### config.mk
export PLATFORM = sky130hd
export DESIGN_NAME = irq_pend_ctrl
export DESIGN_NICKNAME = d
export VERILOG_FILES = /design/src/rtl/irq_pkg.sv /design/src/rtl/irq_pend_reg.sv /design/src/rtl/irq_prio_pick.sv /design/src/rtl/irq_flag_keep.sv /design/src/rtl/irq_pend_ctrl.sv
export SDC_FILE = /design/constraint.sdc
export NUM_CORES = 1
export LEC_CHECK = 0
export BUFFER_PORTS_ARGS = -buffer_cell sky130_fd_sc_hd__clkbuf_2
export CORE_UTILIZATION = 45
export CTS_BUF_LIST = sky130_fd_sc_hd__clkbuf_4 sky130_fd_sc_hd__clkbuf_8
export CTS_CLUSTER_SIZE = 40
export DETAILED_ROUTE_END_ITERATION = 8
export GPL_TIMING_DRIVEN = 0
export HOLD_SLACK_MARGIN = 0.05
export PLACE_DENSITY = 0.83
export SYNTH_ARGS = -nofsm -noshare
export SYNTH_HDL_FRONTEND = slang
export SYNTH_SLANG_ARGS = --single-unit
export TNS_END_PERCENT = 1
### constraint.sdc
create_clock -name clk_i -period 1.4 [get_ports clk_i]
set_input_delay 0.28 -clock clk_i [delete_from_list [all_inputs] [get_ports clk_i]]
set_output_delay 0.28 -clock clk_i [all_outputs]
set_load 0.01 [all_outputs]
### src/rtl/irq_pkg.sv
package irq_pkg;
  typedef enum logic [2:0] {
    F_HOLD,
    F_LOAD,
    F_CLRI,
    F_RTI,
    F_ENTER
  } flag_op_e;
endpackage

### src/rtl/irq_pend_reg.sv
module irq_pend_reg #(
  parameter int N_IRQ  = 8,
  parameter bit NMI_EN = 1'b0
) (
  input  logic             clk_i,
  input  logic             rst_ni,
  input  logic [N_IRQ-1:0] hw_i,
  input  logic [N_IRQ-1:0] sw_i,
  input  logic             mask_wr_i,
  input  logic [N_IRQ-1:0] mask_data_i,
  input  logic [N_IRQ-1:0] clr_i,
  output logic [N_IRQ-1:0] pend_o
);
  logic [N_IRQ-1:0] mask_q, eff_mask, new_req, pend_q;

  always_comb begin
    eff_mask = mask_q;
    if (NMI_EN) eff_mask[0] = 1'b1;
    new_req = (hw_i | sw_i) & eff_mask;
  end

  always_ff @(posedge clk_i or negedge rst_ni) begin
    if (!rst_ni) begin
      mask_q <= '0;
      pend_q <= '0;
    end else begin
      if (mask_wr_i) mask_q <= mask_data_i;
      // a fresh request beats the clear of the serviced bit
      pend_q <= (pend_q & ~clr_i) | new_req;
    end
  end

  assign pend_o = pend_q;

  p_masked_r1: assert property (@(posedge clk_i) disable iff (!rst_ni)
    rst_ni |=> ((pend_q & ~$past(pend_q) & ~$past(eff_mask)) == '0));

  p_sticky_r2: assert property (@(posedge clk_i) disable iff (!rst_ni)
    rst_ni |=> (($past(pend_q) & ~pend_q & ~$past(clr_i)) == '0));
endmodule

### src/rtl/irq_prio_pick.sv
module irq_prio_pick #(
  parameter int N_IRQ = 8,
  localparam int VW   = $clog2(N_IRQ)
) (
  input  logic             clk_i,
  input  logic             rst_ni,
  input  logic [N_IRQ-1:0] pend_i,
  output logic             any_o,
  output logic [VW-1:0]    vec_o,
  output logic [N_IRQ-1:0] grant_o
);
  logic [N_IRQ:0] seen;
  assign seen[0] = 1'b0;

  for (genvar g = 0; g < N_IRQ; g++) begin : g_chain
    assign grant_o[g]  = pend_i[g] & ~seen[g];
    assign seen[g+1]   = seen[g] | pend_i[g];
  end

  assign any_o = seen[N_IRQ];

  always_comb begin
    vec_o = '0;
    for (int i = 0; i < N_IRQ; i++)
      if (grant_o[i]) vec_o = vec_o | VW'(i);
  end

  logic [N_IRQ-1:0] below_m;
  always_comb begin
    below_m = '0;
    for (int i = 0; i < N_IRQ; i++)
      if (i < int'(vec_o)) below_m[i] = 1'b1;
  end

  p_prio_r3: assert property (@(posedge clk_i) disable iff (!rst_ni)
    any_o |-> (pend_i[vec_o] && ((pend_i & below_m) == '0)));
endmodule

### src/rtl/irq_flag_keep.sv
module irq_flag_keep
  import irq_pkg::*;
#(
  parameter int FW           = 8,
  parameter int I_BIT        = 3,
  parameter int LOW_W        = 4,
  parameter bit SEQ_EN       = 1'b0,
  parameter bit RTI_LOW_ONLY = 1'b0,
  parameter bit I_AT_RESET   = 1'b0
) (
  input  logic          clk_i,
  input  logic          rst_ni,
  input  logic          enter_i,
  input  logic          rti_i,
  input  logic          clri_i,
  input  logic          wr_i,
  input  logic [FW-1:0] wdata_i,
  output logic [FW-1:0] flags_o,
  output logic          wait_o
);
  localparam logic [FW-1:0] RST_FLAGS = I_AT_RESET ? (FW'(1) << I_BIT) : '0;

  flag_op_e      op;
  logic [FW-1:0] flags_q, shadow_q, restored;
  logic          wait_q;

  always_comb begin
    if      (enter_i) op = F_ENTER;
    else if (rti_i)   op = F_RTI;
    else if (clri_i)  op = F_CLRI;
    else if (wr_i)    op = F_LOAD;
    else              op = F_HOLD;
  end

  if (RTI_LOW_ONLY) begin : g_part
    assign restored = {flags_q[FW-1:LOW_W], shadow_q[LOW_W-1:0]};
  end else begin : g_full
    assign restored = shadow_q;
  end

  always_ff @(posedge clk_i or negedge rst_ni) begin
    if (!rst_ni) begin
      flags_q  <= RST_FLAGS;
      shadow_q <= '0;
      wait_q   <= 1'b0;
    end else begin
      wait_q <= SEQ_EN ? flags_q[I_BIT] : 1'b0;
      unique case (op)
        F_ENTER: begin
          shadow_q       <= flags_q;
          flags_q[I_BIT] <= 1'b1;
        end
        F_RTI:   flags_q        <= restored;
        F_CLRI:  flags_q[I_BIT] <= 1'b0;
        F_LOAD:  flags_q        <= wdata_i;
        default: ;
      endcase
    end
  end

  assign flags_o = flags_q;
  assign wait_o  = wait_q;

  p_enter_r5: assert property (@(posedge clk_i) disable iff (!rst_ni)
    enter_i |=> (flags_q[I_BIT] && shadow_q == $past(flags_q)));

  p_clri_r7: assert property (@(posedge clk_i) disable iff (!rst_ni)
    (clri_i && !enter_i && !rti_i) |=> !flags_q[I_BIT]);

  p_rti_gp_r6: assert property (@(posedge clk_i) disable iff (!rst_ni)
    (RTI_LOW_ONLY && rti_i && !enter_i) |=>
      flags_q[FW-1:LOW_W] == $past(flags_q[FW-1:LOW_W]));
endmodule

### src/rtl/irq_pend_ctrl.sv
module irq_pend_ctrl #(
  parameter int N_IRQ        = 8,
  parameter int FW           = 8,
  parameter int I_BIT        = 3,
  parameter int LOW_W        = 4,
  parameter bit NMI_EN       = 1'b0,
  parameter bit SEQ_EN       = 1'b0,
  parameter bit RTI_LOW_ONLY = 1'b0,
  parameter bit I_AT_RESET   = 1'b0,
  localparam int VW          = $clog2(N_IRQ)
) (
  input  logic             clk_i,
  input  logic             rst_ni,
  input  logic [N_IRQ-1:0] irq_hw_i,
  input  logic [N_IRQ-1:0] irq_sw_i,
  input  logic             mask_wr_i,
  input  logic [N_IRQ-1:0] mask_data_i,
  input  logic             ack_i,
  input  logic             rti_i,
  input  logic             clr_ibit_i,
  input  logic             flag_wr_i,
  input  logic [FW-1:0]    flag_data_i,
  output logic             req_o,
  output logic [VW-1:0]    vec_o,
  output logic [N_IRQ-1:0] pend_o,
  output logic [FW-1:0]    flags_o
);
  logic [N_IRQ-1:0] pend, grant, clr_vec;
  logic             any_pend, wait_f, take;

  irq_pend_reg #(.N_IRQ(N_IRQ), .NMI_EN(NMI_EN)) u_pend (
    .clk_i, .rst_ni,
    .hw_i(irq_hw_i), .sw_i(irq_sw_i),
    .mask_wr_i, .mask_data_i,
    .clr_i(clr_vec), .pend_o(pend)
  );

  irq_prio_pick #(.N_IRQ(N_IRQ)) u_pick (
    .clk_i, .rst_ni,
    .pend_i(pend), .any_o(any_pend), .vec_o(vec_o), .grant_o(grant)
  );

  assign req_o   = any_pend & ~wait_f;
  assign take    = ack_i & req_o;
  assign clr_vec = take ? grant : '0;

  irq_flag_keep #(
    .FW(FW), .I_BIT(I_BIT), .LOW_W(LOW_W), .SEQ_EN(SEQ_EN),
    .RTI_LOW_ONLY(RTI_LOW_ONLY), .I_AT_RESET(I_AT_RESET)
  ) u_flags (
    .clk_i, .rst_ni,
    .enter_i(take), .rti_i, .clri_i(clr_ibit_i),
    .wr_i(flag_wr_i), .wdata_i(flag_data_i),
    .flags_o, .wait_o(wait_f)
  );

  assign pend_o = pend;

  // I set for two sampled cycles means the wait flag has caught up
  p_seq_block_r10: assert property (@(posedge clk_i) disable iff (!rst_ni)
    (SEQ_EN && flags_o[I_BIT] && $past(flags_o[I_BIT])) |-> !req_o);

  p_ack_idle_r4: assert property (@(posedge clk_i) disable iff (!rst_ni)
    (ack_i && !req_o && !rti_i && !clr_ibit_i && !flag_wr_i) |=>
      flags_o == $past(flags_o));
endmodule

=== Word-level counts from Yosys, hierarchy flattened ===
Cells that the tools add are included.

* Reductions and logical operators: 2
* Equality and inequality tests: 4
* Bitwise logic cells: 27
* Multiplexer cells: 15

{| class="wikitable"
|+ Operator list
! kind !! count
|-
| $mux 3 || 7
|-
| $and 8x8->8 || 2
|-
| $or 8x8->8 || 2
|-
| $and 1x1->1 || 8
|-
| $mux 8 || 1
|-
| $not 8->8 || 1
|-
| $pmux 4 s2 || 1
|-
| $not 1->1 || 7
|-
| $or 1x1->1 || 7
|-
| $eq 3x2->1 const B || 2
|-
| $pmux 3 s2 || 1
|-
| $mux 2 || 2
|-
| $pmux 1 s4 || 1
|-
| $reduce_bool 4->1 || 1
|-
| $eq 3x1->1 const B || 1
|-
| $eq 3x3->1 const B || 1
|-
| $mux 1 || 2
|-
| $reduce_bool 2->1 || 1
|}

* Input port bits: 39
* Bits in registers: 32
* Output and inout bits: 20
* Word-level logic and storage cells: 53

=== Logic depth before layout (Yosys ltp) ===
Gate-level depths: netlist of run 1.

* Word-level depth: 12
* Mapped depth: 5
* Gate-level depth less buffers: 4

=== Cells and area by module ===
From an unflattened synthesis of run 1, not the netlist that was laid out.

* Cells, all modules: 132
* Area, all modules: 1617.8 µm²

{| class="wikitable"
|+ Modules (own cells, without submodules)
! module !! instances !! seq. area each (µm²) !! area each (µm²) !! cells an instance
|-
| irq_flag_keep || 1 || 400.4 || 734.5 || 49
|-
| irq_pend_reg || 1 || 400.4 || 641.9 || 49
|-
| irq_prio_pick || 1 || 0.0 || 146.4 || 24
|-
| irq_pend_ctrl || 1 || 0.0 || 95.1 || 10
|}

=== Least setup slack after synthesis of run 1 ===
Ideal clock, no wire load.

* Path kind: reg2reg
* Start: register u_pend.pend_q[3], in the netlist u_pend.pend_o[3]
* End: register u_flags.flags_q[0], in the netlist u_flags.flags_o[0]
* Period minus slack after synthesis: 1.629 ns
* Slack: -0.229 ns
* Stages on the path, launching flop included: 6
* Arrival time: 1.504 ns
* Path buffers: 1
* Data required time: 1.275 ns
* Cells stage by stage: dfrtp_1 -> nor4_4 -> a21o_1 -> buf_6 -> o21ai_4 -> mux2_4

* Word-level cells in the longest chain between the ends: 9
* Elaborated cells between the ends (all ways): 11
* Those cells by class: 2 x eq/ne; 2 x mux; 6 x bitwise; 1 x reduce/logical

{| class="wikitable"
|+ Ends and longest elaborated chain
! what !! RTL line !! source
|-
| start, declared || irq_pend_reg.sv:14 || <nowiki>logic [N_IRQ-1:0] mask_q, eff_mask, new_req, pend_q;</nowiki>
|-
| start signal, assigned || irq_pend_reg.sv:29 || <nowiki>pend_q <= (pend_q & ~clr_i) | new_req;</nowiki>
|-
| $or 1x1->1 * (5 in a row) || irq_prio_pick.sv:17 || <nowiki>assign seen[g+1] = seen[g] | pend_i[g];</nowiki>
|-
| $and 1x1->1 * || irq_pend_ctrl.sv:44 || <nowiki>assign take = ack_i & req_o;</nowiki>
|-
| $mux 3 * || irq_flag_keep.sv:28 || <nowiki>if (enter_i) op = F_ENTER;</nowiki>
|-
| $eq 3x1->1 / $eq 3x2->1 (equally long branches) || irq_flag_keep.sv:48 || <nowiki>unique case (op)</nowiki>
|-
| $pmux 3 s2 / $reduce_bool 2->1 (equally long branches) || - ||
|-
| end signal, assigned || irq_flag_keep.sv:53 || <nowiki>F_RTI: flags_q <= restored;</nowiki>
|-
| end signal, assigned || irq_flag_keep.sv:55 || <nowiki>F_LOAD: flags_q <= wdata_i;</nowiki>
|-
| end, declared || irq_flag_keep.sv:24 || <nowiki>logic [FW-1:0] flags_q, shadow_q, restored;</nowiki>
|}

Mark *: on every way between the ends. The rest lies on a longest branch, timed or not.
A chain may end at the register's enable or synchronous reset.

=== Final worst setup path of run 1 ===
* Start: register u_pend.pend_q[0], in the netlist u_pend.pend_o[0]
* End: output port vec_o[2]

* Word-level cells in the longest chain between the ends: 9
* Elaborated cells between the ends (all ways): 18
* Those cells by class: 4 x mux; 14 x bitwise

{| class="wikitable"
|+ Ends and longest elaborated chain
! what !! RTL line !! source
|-
| $or 1x1->1 * (3 in a row) || irq_prio_pick.sv:17 ||
|-
| $not 1->1 / $or 1x1->1 (equally long branches) || irq_prio_pick.sv:16, irq_prio_pick.sv:17 ||
|-
| $and 1x1->1 (tied with other cells) || irq_prio_pick.sv:16 || <nowiki>assign grant_o[g] = pend_i[g] & ~seen[g];</nowiki>
|-
| $mux 3 (tied with other cells) (2 in a row) || irq_prio_pick.sv:25 || <nowiki>if (grant_o[i]) vec_o = vec_o | VW'(i);</nowiki>
|-
| $mux 3 / $and 1x1->1 (equally long branches) || irq_prio_pick.sv:25, irq_prio_pick.sv:16 ||
|-
| $mux 3 * || irq_prio_pick.sv:25 ||
|-
| end, declared || irq_pend_ctrl.sv:24 || <nowiki>output logic [VW-1:0] vec_o,</nowiki>
|}

Marked as above.

==> results of run 1 <==
==> kinds of logic after synthesis <==
logic type             Yosys count  synth area share
AOI/OAI and AO/OA               21           0.08686
buffers and inverters            6           0.02063
DFF                             32            0.5503
muxes                           31            0.2580
and+or+nand+nor                 23           0.08427
==> routing by layer <==
metal | vias to the layer above | share of wire
li1 | 548 | -
met1 | 569 | 0.41
met2 | 53 | 0.52
met3 | 2 | 0.057
met4 | 0 | 0.0031
met5 | - | 0
==> critical path, stage by stage (launching register included) <==
cell and delay, ns:
sky130_fd_sc_hd__dfrtp_2 0.45, sky130_fd_sc_hd__nor4_4 0.36, sky130_fd_sc_hd__nor2b_1 0.18, sky130_fd_sc_hd__buf_2 0.14
==> worst min path at each step <==
stage                                endpoint      startpoint  slack (ns)  depth (start not counted)
5_1_grt        u_pend.eff_mask[4]$_DFFE_PN0P_  mask_data_i[4]        0.18                          2
3_5_place_dp       u_pend.pend_o[4]$_DFF_PN0_          rst_ni        0.40                          1
6_report           u_pend.pend_o[5]$_DFF_PN0_     irq_hw_i[5]        0.18                          3
3_3_place_gp       u_pend.pend_o[4]$_DFF_PN0_          rst_ni        0.37                          1
4_1_cts            u_pend.pend_o[7]$_DFF_PN0_     irq_hw_i[7]        0.16                          3
2_1_floorplan  u_flags.flags_o[0]$_DFFE_PN0P_          rst_ni       -0.02                          0
==> through the flow <==
step	area (um^2)	utilization	setup TNS, ns
floorplan	1458	-	-2.548
global placement	1798	0.5889	-3.991
detailed placement	1798	0.5889	-4.452
CTS	1996	0.6537	-4.495
global route	2012	0.6590	-6.343
finish	2012	0.6590	-4.763
==> area by class of cell <==
class	count	area, um^2
fillers	255	1041
flip-flops and latches	32	808.3
multi-input cells	75	670.6
repair buffers	66	367.9
well taps	44	55.05
clock buffers	6	45.04
clock inverters	2	35.03
plain buffers	2	15.01
inverters	4	15.01
==> power groups by stage <==
stage	registers (W)	clock network (W)	logic, W
floorplan	0.00137	0	0.000416
global placement	0.00133	0	0.000690
detailed placement	0.00136	0	0.000715
CTS	0.00135	0.000712	0.000777
global route	0.00138	0.000754	0.000842
finish	0.00135	0.000687	0.000777
==> registers in the layout, indices dropped and copies added (netlist names) <==
register,flops
u_pend.pend_o,8
u_flags.restored,8
u_flags.flags_o,8
u_pend.eff_mask,8
==> what timing repair did <==
action | 4_1_cts | 5_1_grt
setup buffers | 6 | 2
hold buffers | 1 | 0
pin swaps | 5 | 2
hold endpoints to repair | 13 | 0
endpoints found under the setup margin | 19 | 22
cloned | 0 | 0
gates resized for setup | 14 | 5
==> layout by cell type, fill, tap and decap left out, drive strengths merged, types with 3 or more instances in the layout <==
master / netlist / routed
nand2: 13 / 13
nor2: 3 / 3
inv: 4 / 4
dfrtp: 32 / 32
buf: 1 / 11
clkbuf: 1 / 62
mux2: 31 / 31
o21ai: 15 / 15
==> impl_results.rst, run 1 <==
.. list-table::
   :header-rows: 1

   * - Metric
     - Value
   * - Die area
     - 3465 um^2
   * - Crit start category
     - flip-flop
   * - Top flip-flop cell by instance count after synthesis
     - sky130_fd_sc_hd__dfrtp_1
   * - Worst Hold Margin
     - about 0.18 ns
   * - Core region area
     - 3053 um^2
   * - Fraction of layout cells with a size suffix above 1
     - 0.6364
   * - Most Used Layer, Global Route
     - met2
   * - Horizontal extent of the die
     - 58.87 um
   * - Leak pwr
     - approximately 1 nW
   * - Cell area power density
     - 1396 nW/um^2
   * - Launch instance of the worst register-to-register path
     - u_pend.pend_o[0]$_DFF_PN0_
   * - Data arrival time of the worst path
     - 1.42 ns
   * - Internal Pwr Total
     - ~0.002 W
   * - Library cell used as clock root buffer
     - sky130_fd_sc_hd__clkbuf_4
   * - Achievable frequency
     - between 500 and 600 MHz
   * - Die Span Y
     - between 50 and 60 um
   * - Cell variety after synth
     - 20
   * - Inst Count DP
     - around 210
   * - Number of buffers on the longest clock path
     - 2
   * - Initial core utilization
     - 0.4766
   * - Synthesized instance count
     - between 100 and 150
   * - Worst rel slew slack
     - 0.4734
   * - Register share of total power
     - 0.479
   * - Most instantiated library cell after synthesis
     - sky130_fd_sc_hd__dfrtp_1
   * - Total Routed Length
     - 3193 um
   * - Overall power after layout
     - approximately 0.0028 W
   * - Final slew viol count
     - 0
   * - Maximum vdd ir drop
     - ~0.97 mV
   * - Wire length of the first global-routing pass
     - just over 5000 um
   * - I/O Buffers
     - 57
   * - Number of design rule violations left after detail routing
     - 0
   * - Total Nets Final
     - 225
   * - Leading cell types by total area after synthesis
     - sky130_fd_sc_hd__dfrtp_1 (55%), sky130_fd_sc_hd__mux2_2 (19%), sky130_fd_sc_hd__mux2_4 (7.2%), sky130_fd_sc_hd__o21ai_0 (4.8%), sky130_fd_sc_hd__nand2_1 (3.4%)
   * - Final Instance Count excl. Fillers
     - 231
   * - Critical Path Sink
     - vec_o[2]
   * - Final worst path period need
     - 1.703 ns
   * - Number of violations of the max-capacitance limit
     - 0
   * - Number of synthesized register bits
     - 32
   * - Count of clock tree sinks
     - 32
   * - Power dissipated by switching net loads
     - roughly 0.00075 W
   * - Finish-stage setup viols
     - 21
   * - Tightest Pin Transition
     - approximately 0.79 ns
   * - CTS Buf Count
     - 5
   * - Switch share
     - 0.2676
   * - Violated checks
     - negative setup slack
   * - Global-route usage over all layers
     - 0.2039
   * - Vias
     - ~1200
   * - Final Hold Vio Count
     - 0
   * - Post-layout worst setup margin
     - -0.3030 ns
   * - Critical Path RT
     - 1.12 ns
   * - GR met2 Demand/Resource
     - 0.3831
   * - Path depth of the worst reg2reg path
     - 5
   * - Number of flops mapped to enable cells by yosys
     - 0
   * - Largest net degree at the start of global routing
     - 33
   * - Nets in the synthesized netlist
     - approximately 150
   * - Unrepaired setup endpoints after global routing
     - yes
   * - Avg Synthesized Cell Area
     - between 10 and 15 um^2
   * - Vias/cell
     - ~5.1
   * - Initial antenna violation count
     - 0
   * - Capturing element type of the critical path
     - primary output
   * - Reg-to-Reg End
     - u_flags.flags_o[6]$_DFFE_PN0P_
   * - Hold/Removal Path Class
     - input pin to flip-flop
   * - Setup slack of the worst register-to-register path
     - -0.29 ns
   * - Clock-pin transition on the worst setup and hold timing paths
     - 0.09 ns
   * - CP Launch Point
     - u_pend.pend_o[0]$_DFF_PN0_
   * - Relative area change from synthesis to final layout
     - 38.26%
   * - Yosys warning total
     - 0
   * - Combinational cell fraction of total power
     - 0.276
   * - Library cell occupying the most area in the post-synthesis netlist
     - sky130_fd_sc_hd__dfrtp_1
   * - Vias in the first global route
     - roughly 1200
   * - Number of top-level pins
     - 59
   * - WL/cell
     - between 10 and 15 um
   * - DR pass1 iterations
     - 4
   * - Estimated wirelength of the detail-placed design
     - between 2000 and 2500 um
   * - Clk network pwr share
     - 0.245
   * - Post-synth top area share
     - 0.5503
   * - Final antenna-violating net count
     - 0
   * - Worst skew pair latency
     - 0.31 ns
   * - Portion of the clock cycle consumed by the worst path in the final layout
     - 1.216
   * - Total inserted antenna cells
     - 0
   * - CTS tree
     - done
   * - Gpl congestion
     - roughly 0.79
   * - Class of the most critical setup path
     - flip-flop to primary output
   * - Cell Area, Synth
     - 1455 um^2
   * - Result of the run
     - finished with violations
   * - Placement row count
     - 20
   * - Overflow after GRT
     - 0
   * - Global Route met1 Usage
     - 0.2211
   * - Layout Skew
     - 0.007871 ns
   * - Sequential fraction of the synthesis area
     - 0.5503
   * - Worst slack at placement
     - -0.3700 ns
   * - Leading post-synthesis cells by instance count
     - sky130_fd_sc_hd__dfrtp_1 (32), sky130_fd_sc_hd__mux2_2 (24), sky130_fd_sc_hd__o21ai_0 (14), sky130_fd_sc_hd__nand2_1 (13), sky130_fd_sc_hd__mux2_4 (7)
   * - Fraction of registers with async set or reset after synthesis
     - 1.000
   * - H-tree levels
     - 2
   * - GR met3 Demand/Resource
     - 0.04396
   * - Count of routing violations after the opening detailed-route iteration
     - a little under 60
   * - Highest net fanout along the worst path
     - 4
(Power assumes the default switching activity.)
==> inputs of run 2 (changes only) <==
Settings changed: CORE_ASPECT_RATIO set to 0.8.
==> run 2 against run 1 <==
Against the previous run: the flow still finishes with violations (negative setup slack); largest power group unchanged; routed wire length up 4.1%; die area hardly changed; final area is 1.0% higher.
==> impl_results.rst, run 2 (synthesized netlist as in run 1, its figures left out) <==
.. list-table::
   :header-rows: 1

   * - Metric
     - Value
   * - Horizontal extent of the die
     - 65.58 um (+11%)
   * - Data arrival time of the worst path
     - 1.81 ns (+0.39 ns)
   * - Worst rel slew slack
     - 0.4631 (-0.01025)
   * - Total inserted antenna cells
     - 0 (unchanged)
   * - Initial antenna violation count
     - 0 (unchanged)
   * - Hold/Removal Path Class
     - input pin to asynchronous set/reset pin
   * - Number of buffers on the longest clock path
     - 2 (unchanged)
   * - Crit start category
     - flip-flop
   * - I/O Buffers
     - 57 (unchanged)
   * - Highest net fanout along the worst path
     - 7 (+3)
   * - Core region area
     - 3085 um^2 (+1.1%)
   * - Unrepaired setup endpoints after global routing
     - yes
   * - Violated checks
     - negative setup slack
   * - Result of the run
     - finished with violations
   * - Final slew viol count
     - 0 (unchanged)
   * - Vias/cell
     - 5.203 (+2.5%)
   * - Internal Pwr Total
     - 0.002158 W (+4.9%)
   * - CTS Buf Count
     - 5 (unchanged)
   * - Register share of total power
     - 0.461 (-0.018)
   * - Maximum vdd ir drop
     - 0.9578 mV (-1.4%)
   * - Count of clock tree sinks
     - 32 (unchanged)
   * - Leak pwr
     - 1.015 nW (+1.2%)
   * - Finish-stage setup viols
     - 19 (-9.5%)
   * - Final-layout fill cell count
     - 240 (-5.9%)
   * - Portion of the clock cycle consumed by the worst path in the final layout
     - 1.181 (-0.03549)
   * - Leading cell type in the layout, fill and taps excluded
     - sky130_fd_sc_hd__clkbuf_2
   * - DR pass1 iterations
     - 4 (unchanged)
   * - Worst Hold Margin
     - 0.08578 ns (-0.09864 ns)
   * - Number of hold buffers added after CTS
     - 0 (-1)
   * - Fraction of layout cells with a size suffix above 1
     - 0.6203 (-0.01604)
   * - Achievable frequency
     - 604.9 MHz (+3.0%)
   * - Overflow after GRT
     - 0 (unchanged)
   * - Combined area of the multi-input logic cells
     - 661.9 um^2 (-1.3%)
   * - Layout Skew
     - 0.002772 ns (-0.005099 ns)
   * - Final Hold Vio Count
     - 0 (unchanged)
   * - Total Nets Final
     - 225 (unchanged)
   * - Number of violations of the max-capacitance limit
     - 0 (unchanged)
   * - Number of top-level pins
     - 59 (unchanged)
   * - Total Routed Length
     - 3325 um (+4.1%)
   * - Global-route usage over all layers
     - 0.2079 (+0.004064)
   * - Die Span Y
     - 52.86 um (-10%)
   * - Total area of sequential cells
     - 808.3 um^2 (unchanged)
   * - WL/cell
     - 14.65 um (+6.0%)
   * - Critical Path RT
     - 1.56 ns (+0.44 ns)
   * - Placement Cell Area
     - 1793 um^2 (-0.28%)
   * - Number of design rule violations left after detail routing
     - 0 (unchanged)
   * - Post-layout worst setup margin
     - -0.2533 ns (+0.04968 ns)
   * - Estimated wirelength of the detail-placed design
     - 2384 um (+5.7%)
   * - Wire length of the first global-routing pass
     - 5285 um (+2.0%)
   * - Switch share
     - 0.2664 (-0.001261)
   * - Class of the most critical setup path
     - flip-flop to flip-flop
   * - Capturing element type of the critical path
     - flip-flop
   * - Gpl congestion
     - 0.7591 (-3.3%)
   * - Combinational cell fraction of total power
     - 0.274 (-0.002)
   * - Count of routing violations after the opening detailed-route iteration
     - 48 (-19%)
   * - Die area
     - 3466 um^2 (about the same)
   * - Initial core utilization
     - 0.4716 (-0.005025)
   * - Most frequent cells in the layout
     - sky130_fd_sc_hd__clkbuf_2 (55), sky130_fd_sc_hd__dfrtp_1 (26), sky130_fd_sc_hd__mux2_2 (17), sky130_fd_sc_hd__mux2_4 (14), sky130_fd_sc_hd__nand2_1 (13)
   * - Clock-pin transition on the worst setup and hold timing paths
     - 0.06 ns (-0.03 ns)
   * - Largest net degree at the start of global routing
     - 33 (unchanged)
   * - Final antenna-violating net count
     - 0 (unchanged)
   * - Placement row count
     - 18 (-10%)
   * - Summed area of non-filler cells in the final layout
     - 2032 um^2 (+1.0%)
   * - CTS tree
     - done
   * - Relative area change from synthesis to final layout
     - 39.64%
   * - Tightest Pin Transition
     - 0.8053 ns (+0.01537 ns)
   * - Clk network pwr share
     - 0.265 (+0.020)
   * - Overall power after layout
     - 0.002941 W (+4.7%)
   * - H-tree levels
     - 2 (unchanged)
   * - Library cell used as clock root buffer
     - sky130_fd_sc_hd__clkbuf_8
   * - Power dissipated by switching net loads
     - 0.0007835 W (+4.2%)
   * - Worst skew pair latency
     - 0.27 ns (-0.04 ns)
   * - Final worst path period need
     - 1.653 ns (-0.04968 ns)
   * - Cell area power density
     - 1448 nW/um^2 (+3.7%)
   * - Vias
     - 1181 (+0.77%)
   * - Vias in the first global route
     - 1185 (-1.4%)
[run 2: path summary, 6_finish.rpt]
path                       depth (start not counted)                            start                               to  slack, ns
setup / recovery                                   5       u_pend.pend_o[4]$_DFF_PN0_   u_flags.flags_o[2]$_DFFE_PN0P_      -0.25
hold / removal                                     1                           rst_ni   u_flags.flags_o[4]$_DFFE_PN0P_       0.09
setup reg to reg                                   5       u_pend.pend_o[4]$_DFF_PN0_   u_flags.flags_o[2]$_DFFE_PN0P_      -0.25
hold reg to reg                                    1  u_flags.restored[0]$_DFFE_PN0N_  u_flags.restored[0]$_DFFE_PN0N_       0.51
max in group asynchronous                          1                           rst_ni       u_pend.pend_o[5]$_DFF_PN0_       0.76
min in group clk_i                                 3                      irq_hw_i[7]       u_pend.pend_o[7]$_DFF_PN0_       0.24
[run 2: critical path, stage by stage, from the launching register on]
cell and delay, ns:
sky130_fd_sc_hd__dfrtp_2 0.45, sky130_fd_sc_hd__nor4_4 0.34, sky130_fd_sc_hd__a21o_1 0.17, sky130_fd_sc_hd__buf_6 0.13, sky130_fd_sc_hd__o21ai_4 0.12, sky130_fd_sc_hd__mux2_4 0.32
[run 2: per-layer routing]
metal  vias to the layer above  routed length [um]  track usage
met5                         -                   0            0
met4                         0                  69       0.1051
met3                         8                 203      0.04957
met2                        54                1550       0.3351
met1                       572                1501       0.2629
li1                        547                   -            -
[run 2: per-stage QoR]
stage	setup WS, ns	cells	setup TNS, ns	util
CTS	-0.2487	227	-4.170	0.6586
detailed placement	-0.3557	210	-4.397	0.5811
finish	-0.2533	227	-4.185	0.6586
global route	-0.3340	227	-5.698	0.6586
floorplan	-0.2159	113	-2.548	-
global placement	-0.3152	210	-3.754	0.5811
[run 2: cell type report]
type / count / area share
Tap cell: 40 / 0.02463
Inverter: 4 / 0.007389
Multi-Input combinational cell: 75 / 0.3257
Timing Repair Buffer: 66 / 0.1860
Clock buffer: 8 / 0.05111
Buffer: 2 / 0.007389
Sequential cell: 32 / 0.3978
[run 2: repair_timing]
action,in CTS,in global routing
setup buffers,9,0
gates resized for setup,14,3
pin swaps,5,1
endpoints found under the setup margin,19,22
[run 2: power groups by stage]
stage,registers [W],clock network [W],logic (W)
4_1_cts,0.00135,0.000795,0.000817
2_1_floorplan,0.00137,0,0.000416
3_3_place_gp,0.00133,0,0.000694
5_1_grt,0.00139,0.000831,0.000875
3_5_place_dp,0.00136,0,0.000722
6_report,0.00136,0.000781,0.000805
==> inputs of run 3 (changes only) <==
Settings changed: CTS_BUF_LIST sky130_fd_sc_hd__clkbuf_4 sky130_fd_sc_hd__clkbuf_8 to sky130_fd_sc_hd__clkbuf_4.
==> run 3 against run 2 <==
Against the previous run: the flow still finishes with violations (negative setup slack); global-route usage up 0.30 points; final cell count decreased by 0.44%; routed wire length is 2.3% higher; sequential share of layout area rose by 2.1 points; critical path depth did not move; clock skew grew 0.0048 ns; total power shrank 12%; core utilization shrank 3.2 points; worst setup slack got worse by 0.064 ns; sequential power is essentially flat; critical path type unchanged; largest cell class unchanged.
==> impl_results.rst, run 3 (synthesized netlist as in run 1, its figures left out) <==
.. list-table::
   :header-rows: 1

   * - Metric
     - Value
   * - Result of the run
     - finished with violations
   * - Violated checks
     - negative setup slack
   * - Summed area of non-filler cells in the final layout
     - 1933 um^2 (-4.9%)
   * - Core region area
     - 3085 um^2 (unchanged)
   * - Vias in the first global route
     - 1187 (+0.17%)
   * - Worst Hold Margin
     - 0.1756 ns (+0.08986 ns)
   * - Leak pwr
     - 0.9605 nW (-5.4%)
   * - Maximum vdd ir drop
     - 0.7480 mV (-22%)
   * - Global Route met1 Usage
     - 0.2326 (-0.03027)
   * - GR met3 Demand/Resource
     - 0.08190 (+0.03233)
   * - Finish-stage setup viols
     - 20 (+1)
   * - Wire length of the first global-routing pass
     - 5188 um (-1.8%)
   * - Crit start category
     - flip-flop
   * - Highest net fanout along the worst path
     - 10 (+3)
   * - Worst slack at placement
     - -0.3557 ns (unchanged)
   * - Data arrival time of the worst path
     - 1.93 ns (+0.12 ns)
   * - Overall power after layout
     - 0.002576 W (-12%)
   * - Power dissipated by switching net loads
     - 0.0007531 W (-3.9%)
   * - Die Span Y
     - 52.86 um (unchanged)
   * - Number of design rule violations left after detail routing
     - 0 (unchanged)
   * - Post-layout worst setup margin
     - -0.3170 ns (-0.06376 ns)
   * - Overflow after GRT
     - 0 (unchanged)
   * - Cell area power density
     - 1333 nW/um^2 (-7.9%)
   * - Achievable frequency
     - 582.4 MHz (-3.7%)
   * - CTS Buf Count
     - 5 (unchanged)
   * - Worst min-delay path startpoint
     - mask_data_i[5]
   * - Count of routing violations after the opening detailed-route iteration
     - 49 (+2.1%)
   * - Class of the most critical setup path
     - flip-flop to flip-flop
   * - Die area
     - 3466 um^2 (unchanged)
   * - Final-layout fill cell count
     - 252 (+5.0%)
   * - Final worst path period need
     - 1.717 ns (+0.06376 ns)
   * - Number of violations of the max-capacitance limit
     - 0 (unchanged)
   * - Estimated wirelength of the detail-placed design
     - 2384 um (unchanged)
   * - Portion of the clock cycle consumed by the worst path in the final layout
     - 1.226 (+0.04554)
   * - Initial core utilization
     - 0.4716 (unchanged)
   * - Gpl congestion
     - 0.7591 (unchanged)
   * - Register share of total power
     - 0.522 (+0.061)
   * - Number of buffers on the longest clock path
     - 2 (unchanged)
   * - Fraction of layout cells with a size suffix above 1
     - 0.6129 (-0.007418)
   * - GR met2 Demand/Resource
     - 0.3505 (+0.01546)
   * - Leading cell type in the layout, fill and taps excluded
     - sky130_fd_sc_hd__clkbuf_2
   * - Vias/cell
     - 5.195 (-0.15%)
   * - Switch share
     - 0.2923 (+0.02596)
   * - Worst skew pair latency
     - 0.33 ns (+0.06 ns)
   * - Most Used Layer, Global Route
     - met2
   * - Combinational cell fraction of total power
     - 0.283 (+0.009)
   * - Path depth of the worst reg2reg path
     - 5 (unchanged)
   * - Final slew viol count
     - 0 (unchanged)
   * - Final Hold Vio Count
     - 0 (unchanged)
   * - Total Nets Final
     - 224 (-0.44%)
   * - CTS tree
     - done
   * - Clock-pin transition on the worst setup and hold timing paths
     - 0.10 ns (+0.04 ns)
   * - Global-route usage over all layers
     - 0.2109 (+0.002962)
   * - Min-Delay Endpoint
     - u_pend.eff_mask[5]$_DFFE_PN0P_
   * - Total Routed Length
     - 3401 um (+2.3%)
   * - DR pass1 iterations
     - 4 (unchanged)
   * - Unrepaired setup endpoints after global routing
     - yes
   * - Largest net degree at the start of global routing
     - 33 (unchanged)
   * - Capturing element type of the critical path
     - flip-flop
   * - Relative area change from synthesis to final layout
     - 32.85%
   * - Number of top-level pins
     - 59 (unchanged)
   * - Launch instance of the worst register-to-register path
     - u_pend.pend_o[0]$_DFF_PN0_
   * - Placement row count
     - 18 (unchanged)
   * - Hold/Removal Path Class
     - input pin to flip-flop
   * - Vias
     - 1174 (-0.59%)
   * - Tightest Pin Transition
     - 0.7793 ns (-0.02600 ns)
   * - Worst rel slew slack
     - 0.4804 (+0.01733)
   * - Final antenna-violating net count
     - 0 (unchanged)
   * - Clk network pwr share
     - 0.195 (-0.070)
   * - Worst Hold Depth
     - 2
   * - Setup slack of the worst register-to-register path
     - -0.32 ns (-0.06 ns)
   * - Layout Skew
     - 0.007532 ns (+0.004760 ns)
   * - Initial antenna violation count
     - 0 (unchanged)
   * - I/O Buffers
     - 57 (unchanged)
   * - Critical Path RT
     - 1.62 ns (+0.06 ns)
   * - H-tree levels
     - 2 (unchanged)
   * - WL/cell
     - 15.05 um (+2.7%)
   * - Total inserted antenna cells
     - 0 (unchanged)
   * - Most frequent cells in the layout
     - sky130_fd_sc_hd__clkbuf_2 (54), sky130_fd_sc_hd__dfrtp_1 (25), sky130_fd_sc_hd__mux2_2 (24), sky130_fd_sc_hd__nand2_1 (13), sky130_fd_sc_hd__o21ai_0 (11)
   * - Count of clock tree sinks
     - 32 (unchanged)
   * - Library cell used as clock root buffer
     - sky130_fd_sc_hd__clkbuf_4
   * - Reg-to-Reg End
     - u_flags.flags_o[6]$_DFFE_PN0P_
   * - Internal Pwr Total
     - 0.001823 W (-16%)
   * - Placement Cell Area
     - 1793 um^2 (unchanged)
   * - Horizontal extent of the die
     - 65.58 um (unchanged)
run 3: layout make-up:
class	instances	area, um^2	area share
Sequential cell	32	809.5	0.4188
Multi-Input combinational cell	75	643.1	0.3327
Timing Repair Buffer	65	347.8	0.1799
Tap cell	40	50.05	0.02589
Clock buffer	6	45.04	0.02330
Buffer	2	15.01	0.007767
Inverter	4	15.01	0.007767
Clock inverter	2	7.507	0.003884
run 3: repair_timing:
action | in CTS | in global routing
pin swaps | 5 | 1
buffers inserted | 7 | 0
endpoints found under the setup margin | 19 | 21
resized for setup | 9 | 5
hold buffers | 1 | 0
hold endpoints to repair | 27 | 0
run 3: critical path, stage by stage, from the launching register on:
cell                      delay [ns]
sky130_fd_sc_hd__dfrtp_2        0.44
sky130_fd_sc_hd__nor4_4         0.36
sky130_fd_sc_hd__a21o_1         0.19
sky130_fd_sc_hd__buf_6          0.16
sky130_fd_sc_hd__o21ai_4        0.14
sky130_fd_sc_hd__mux2_4         0.32
run 3: power groups by stage:
stage | registers [W] | logic, W | clock network [W]
floorplan | 0.00137 | 0.000416 | 0
global placement | 0.00133 | 0.000694 | 0
detailed placement | 0.00136 | 0.000722 | 0
CTS | 0.00134 | 0.000738 | 0.000517
global route | 0.00138 | 0.000794 | 0.000557
finish | 0.00134 | 0.000729 | 0.000503
run 3: worst max path at each step:
stage                          startpoint                              to  cells past startpoint
2_1_floorplan  u_pend.pend_o[0]$_DFF_PN0_  u_flags.flags_o[0]$_DFFE_PN0P_                      5
3_3_place_gp                        rti_i  u_flags.flags_o[6]$_DFFE_PN0P_                      4
3_5_place_dp   u_pend.pend_o[0]$_DFF_PN0_  u_flags.flags_o[6]$_DFFE_PN0P_                      5
4_1_cts        u_pend.pend_o[0]$_DFF_PN0_                        vec_o[2]                      3
5_1_grt        u_pend.pend_o[0]$_DFF_PN0_                        vec_o[2]                      3
6_report       u_pend.pend_o[0]$_DFF_PN0_  u_flags.flags_o[6]$_DFFE_PN0P_                      5
run 3: stage by stage:
stage / cells / setup TNS [ns] / util
2_1_floorplan: 113 / -2.548 / -
3_3_place_gp: 210 / -3.754 / 0.5811
3_5_place_dp: 210 / -4.397 / 0.5811
4_1_cts: 226 / -4.235 / 0.6261
5_1_grt: 226 / -5.803 / 0.6265
6_report: 226 / -4.809 / 0.6265
run 3: metal layers:
metal  part of all wire  vias up
met5                  0        -
met4              0.028        0
met3              0.072       13
met2               0.48       53
met1               0.42      566
li1                   -      542
